===== config.mk =====
export PLATFORM = sky130hd
export DESIGN_NAME = sdadc_spi_ctrl
export DESIGN_NICKNAME = d
export VERILOG_FILES = /design/src/rtl/sdadc_spi_ctrl.sv
export SDC_FILE = /design/constraint.sdc
export NUM_CORES = 1
export LEC_CHECK = 0
export ABC_AREA = 1
export BUFFER_PORTS_ARGS = -buffer_cell sky130_fd_sc_hd__buf_2
export CORE_MARGIN = 1.5
export CORE_UTILIZATION = 55
export CTS_CLUSTER_SIZE = 40
export DETAILED_ROUTE_END_ITERATION = 7
export PLACE_DENSITY = 0.86
export SYNTH_ARGS = -nofsm -noshare
export SYNTH_HDL_FRONTEND = slang
export SYNTH_SLANG_ARGS = --single-unit

===== constraint.sdc =====
create_clock -name clk -period 1.5 [get_ports clk]
set_input_delay 0 -clock clk [delete_from_list [all_inputs] [get_ports clk]]
set_output_delay 0 -clock clk [all_outputs]
set_load 0.01 [all_outputs]

===== src/rtl/sdadc_spi_ctrl.sv =====
module sdadc_spi_ctrl #(
  parameter int HALF_DIV  = 4,
  parameter int CS_GAP    = 6,
  parameter int RES_W     = 24,
  parameter int NCH       = 16,
  parameter int CFG_WORDS = 4,
  parameter int CFG_W     = 24,
  // channel enables, filter setup, data rate, continuous-conversion mode
  parameter logic [CFG_WORDS*CFG_W-1:0] CFG_TABLE = 96'h01_8001_20_1320_28_050A_0C_2000
) (
  input  logic                     clk,
  input  logic                     rst_n,
  input  logic                     rdy_dout,
  output logic                     cs_n,
  output logic                     sclk,
  output logic                     mosi,
  output logic                     res_valid,
  output logic [RES_W-1:0]         res_data,
  output logic [$clog2(NCH)-1:0]   res_chan
);
  localparam int CFG_BITS = CFG_WORDS * CFG_W;
  localparam int CH_W     = $clog2(NCH);
  localparam int HP_W     = $clog2(2 * CFG_BITS + 2);
  localparam int DIV_W    = $clog2(HALF_DIV);
  localparam int GAP_W    = $clog2(CS_GAP + 1);

  typedef enum logic [1:0] {S_GAP, S_IDLE, S_XFER} state_t;

  state_t              st;
  logic [GAP_W-1:0]    gap;
  logic [DIV_W-1:0]    div;
  logic [HP_W-1:0]     hp;
  logic                rd, cfg_done;
  logic [CFG_BITS-1:0] sh;
  logic [RES_W-1:0]    rx;
  logic [CH_W-1:0]     ch_next;
  logic                s1, s2, s3;
  logic                rdy_fall;
  logic [HP_W-1:0]     hp_last;

  assign rdy_fall = s3 & ~s2;
  assign hp_last  = rd ? HP_W'(2 * RES_W) : HP_W'(2 * CFG_BITS);

  always_ff @(posedge clk or negedge rst_n) begin
    if (!rst_n) begin
      s1 <= 1'b1;
      s2 <= 1'b1;
      s3 <= 1'b1;
    end else begin
      s1 <= rdy_dout;
      s2 <= s1;
      s3 <= s2;
    end
  end

  always_ff @(posedge clk or negedge rst_n) begin
    if (!rst_n) begin
      st        <= S_GAP;
      gap       <= '0;
      div       <= '0;
      hp        <= '0;
      rd        <= 1'b0;
      cfg_done  <= 1'b0;
      sh        <= '0;
      rx        <= '0;
      ch_next   <= '0;
      cs_n      <= 1'b1;
      sclk      <= 1'b1;
      mosi      <= 1'b1;
      res_valid <= 1'b0;
      res_data  <= '0;
      res_chan  <= '0;
    end else begin
      res_valid <= 1'b0;
      case (st)
        S_GAP: begin
          if (gap == GAP_W'(CS_GAP - 1)) begin
            gap <= '0;
            if (!cfg_done) begin
              st   <= S_XFER;
              cs_n <= 1'b0;
              rd   <= 1'b0;
              sh   <= CFG_TABLE;
            end else begin
              st <= S_IDLE;
            end
          end else begin
            gap <= gap + 1'b1;
          end
        end
        S_IDLE: begin
          if (rdy_fall) begin
            st   <= S_XFER;
            cs_n <= 1'b0;
            rd   <= 1'b1;
          end
        end
        default: begin
          if (div == DIV_W'(HALF_DIV - 1)) begin
            div <= '0;
            if (hp == hp_last) begin
              hp   <= '0;
              st   <= S_GAP;
              cs_n <= 1'b1;
              sclk <= 1'b1;
              mosi <= 1'b1;
              if (rd) begin
                res_valid <= 1'b1;
                res_data  <= rx;
                res_chan  <= ch_next;
                ch_next   <= (ch_next == CH_W'(NCH - 1)) ? '0 : ch_next + 1'b1;
              end else begin
                cfg_done <= 1'b1;
              end
            end else begin
              hp <= hp + 1'b1;
              if (sclk) begin
                sclk <= 1'b0;
                mosi <= rd ? 1'b1 : sh[CFG_BITS-1];
                sh   <= {sh[CFG_BITS-2:0], 1'b0};
              end else begin
                sclk <= 1'b1;
                rx   <= {rx[RES_W-2:0], s2};
              end
            end
          end else begin
            div <= div + 1'b1;
          end
        end
      endcase
    end
  end
endmodule


==> flow_summary_export.csv <==
group,metric,value,unit
status,status,"complete, but fails checks",
status,violations,"setup timing",
timing,fin_skew,0.00959,ns
power,combPwrFrac,0.013,
power,irDropWorstVdd,698,uV
clock_tree,clk_latency,0.43,ns
drt,drc,0,
timing,layout_min_cycle_time,1.72,ns
worst_setup_path,setup.worst_path.start,"hp[1]",
floorplan,design.core.area,0.0127,mm2
clock_tree,cts_root_buf,"clkbuf_16",
drt,met3_length,839,um
grt,grt_pass1_wl,24100,um
run,drv_cap,0,
layout,fillers,901,
worst_setup_path,cp_max_fo,19,
worst_setup_path,path_class,"flop to flop",
power,p_sw_frac,0.220,
yosys,synthCells,873,
drt,post_drt_wl_per_cell,14.5,um
drt,viasPerCell,5.27,
place,dp_slack,-0.125,ns
clock_tree,cts.clk_slew.worst_paths,0.07,ns
power,p_int,6890,uW
timing,rsz0062_at_grt,"yes",
floorplan,rows,41,
layout,finalNetCount,947,
yosys,ys_types,31,
power,power.density,994,mW/mm2
grt,grtUsageTotal,0.210,
power,power_leakage,0.00476,uW
timing,setup_viol,148,
drt,dr_wl_met2,8400,um
drt,route.antenna.remaining_nets,0,
timing,layout_setup_ws,-0.220,ns
layout,utilization,0.699,
worst_setup_path,crit_arrival,2.02,ns
yosys,yosysWarningCount,0,
grt,grt_pass1_vias,5398,
worst_setup_path,r2r_start,"hp[1]",
timing,worst_pin_slew,0.328,ns
clock_tree,cts_inserted_buffers,17,
worst_setup_path,critPathLaunchType,"flop",
layout,layout-drive-gt1-share,0.206,
drt,num_vias,5919,
timing,slew_viol_final,0,
yosys,avgSynthCellArea,8.28,um2
drt,drt-pass1-iter-count,5,
yosys,synth_seq_cells,163,
timing,period_share,1.15,
grt,grt_overflow_total,0,
place,numPortBuffers,34,
worst_setup_path,cp.required,1.80,ns
power,power_frac_clock,0.487,
place,gp_congestion,0.803,
grt,antenna_found_initial,0,
layout,antennaDiodeCount,0,
floorplan,io_pins,35,
yosys,ys_seq_area_frac,0.566,
drt,drt_iter0_markers,601,
timing,max_freq,582,MHz
place,hpwl,8190,um
yosys,syn_nets,880,
timing,maxSlewHeadroom,0.781,
clock_tree,cts_sinks,163,
timing,hold_viol_final,0,
drt,wl_met1,6710,um
floorplan,die_width,118,um
clock_tree,clockBufferDepth,2,
hold_path,hp-class,"input pin to asynchronous set/reset pin",
layout,layout-area-overhead-vs-synth,23.0,%
yosys,syn_area,0.00723,mm2
clock_tree,htreeDepth,4,
grt,grt_max_degree,62,
floorplan,die_y,118,um
floorplan,start_util,0.568,
drt,drt_wl_total,16300,um
power,p_switching,1940,uW
worst_setup_path,reg2regPathDepth,9,
worst_setup_path,end_kind,"flop",
floorplan,die_area,0.0138,mm2
power,power.total,8830,uW
power,seq_power_share,0.500,
drt,highest_layer,"met4",
clock_tree,cts_tree,"yes",
[per-layer routing]
layer | up-vias | global-route usage
met5 | - | 0
met4 | 0 | 0.0762
met3 | 40 | 0.0475
met2 | 200 | 0.356
met1 | 2872 | 0.265
li1 | 2807 | -
[critical path: stages, from the launching register on]
cell and delay (ns):
dfrtp_1 0.39, inv_2 0.09, ha_4 0.12, nor3b_4 0.26
nand2_4 0.10, nand3_4 0.14, nand2_8 0.10, clkbuf_16 0.20
nand2_1 0.10, nand2_1 0.08
[logic make-up (layout without fill, tap and decap cells)]
| logic type | after synthesis | after routing | share of synthesized area |
|---|---|---|---|
| buffers and inverters | 163 | 242 | 0.0980 |
| and+or+nand+nor | 474 | 474 | 0.276 |
| DFF | 163 | 163 | 0.566 |
| AOI/OAI and AO/OA | 65 | 65 | 0.0485 |
| adders and majority gates | 4 | 4 | 0.00693 |
| xor gates and xnor gates | 4 | 4 | 0.00485 |
[through the flow]
stage,TNS [ns],cell area (um2),cells,hold slack (ns)
6_report,-15.37,8890,1124,0.0250
3_3_place_gp,-4.19,7820,1070,-0.0909
2_1_floorplan,-0.000283,7280,873,-0.296
5_1_grt,-27.62,8890,1124,0.0501
4_1_cts,-6.67,8480,1106,0.0290
3_5_place_dp,-7.74,7820,1070,-0.0916
[cells in the mapped netlist (all sizes together)]
cell type  count  area [um2]
ha             4        50.1
inv          115         432
xor2           2        17.5
nand3        101         516
nand2        271        1030
a21o           1        7.51
o21ai         58         305
a21boi         1        7.51
xnor2          2        17.5
or2           16         100
o211ai         1        7.51
nand4          2        18.8
nor2          81         309
clkbuf        21        78.8
buf           27         198
a21oi          3        15.0
dfrtp        157        3930
dfstp          6         158
a22oi          1        7.51
nor3           2        10.0
nor3b          1        12.5
[layout by cell type (no fill, tap or decap), types with 2 or more instances in the layout]
master,netlist,final
nor2_4,0,2
nand3_1,99,84
buf_6,8,3
or2_2,16,16
o21ai_1,16,17
nand2_1,268,258
inv_2,2,5
clkbuf_16,0,25
inv_1,113,110
buf_12,0,11
o21ai_0,38,33
xnor2_1,2,2
dfstp_2,6,6
inv_6,0,2
dfrtp_1,157,157
nor2_1,79,79
bufinv_16,0,2
a21oi_1,3,3
ha_1,4,3
clkinv_4,0,6
buf_2,14,33
nand3_4,0,3
nand2_2,2,11
dlygate4sd3_1,0,2
clkinvlp_4,0,3
o21ai_2,4,8
xor2_1,2,2
buf_4,5,38
nand3_2,2,14
[worst paths after layout]
check,to,slack [ns]
worst max-delay path,sh[92],-0.22
worst max register to register,sh[92],-0.22
worst min register to register,s2,0.36
min in group clk,s1,0.22
max in group asynchronous,s1,0.80
worst min-delay path,hp[7],0.03
[registers in the layout (all words and copies together), names as in the netlist, 2 cells and up]
name	count
st	2
gap	3
sh	83
rx	24
hp	8
ch_next	4
res_chan	4
res_data	24
div	2
[power by group through the flow]
stage / clock network [uW] / logic, uW / registers, uW
after floorplan: 0 / 7.72 / 4500
final: 4300 / 116 / 4420
after global placement: 0 / 116 / 4500
after detailed placement: 0 / 117 / 4500
after CTS: 4330 / 122 / 4420
after global routing: 4550 / 137 / 4410
[area by class of cell]
type                            count  area (um2)  share of cell area
Clock buffer                       17         425              0.0478
Clock inverter                     14         158              0.0177
Inverter                          115         432              0.0486
Multi-Input combinational cell    547        2620               0.295
Sequential cell                   163        4090               0.460
Tap cell                          172         215              0.0242
Timing Repair Buffer               96         952               0.107
[what timing repair did]
item / 4_1_cts / 5_1_grt
setup endpoints to repair: 110 / 153
hold buffers: 2 / 0
cloned: 0 / 8
gates resized for setup: 9 / 33
hold endpoints to repair: 161 / 0
buffers inserted: 3 / 10
pin swaps: 0 / 11
No activity file was read; power rests on OpenSTA's default activity.
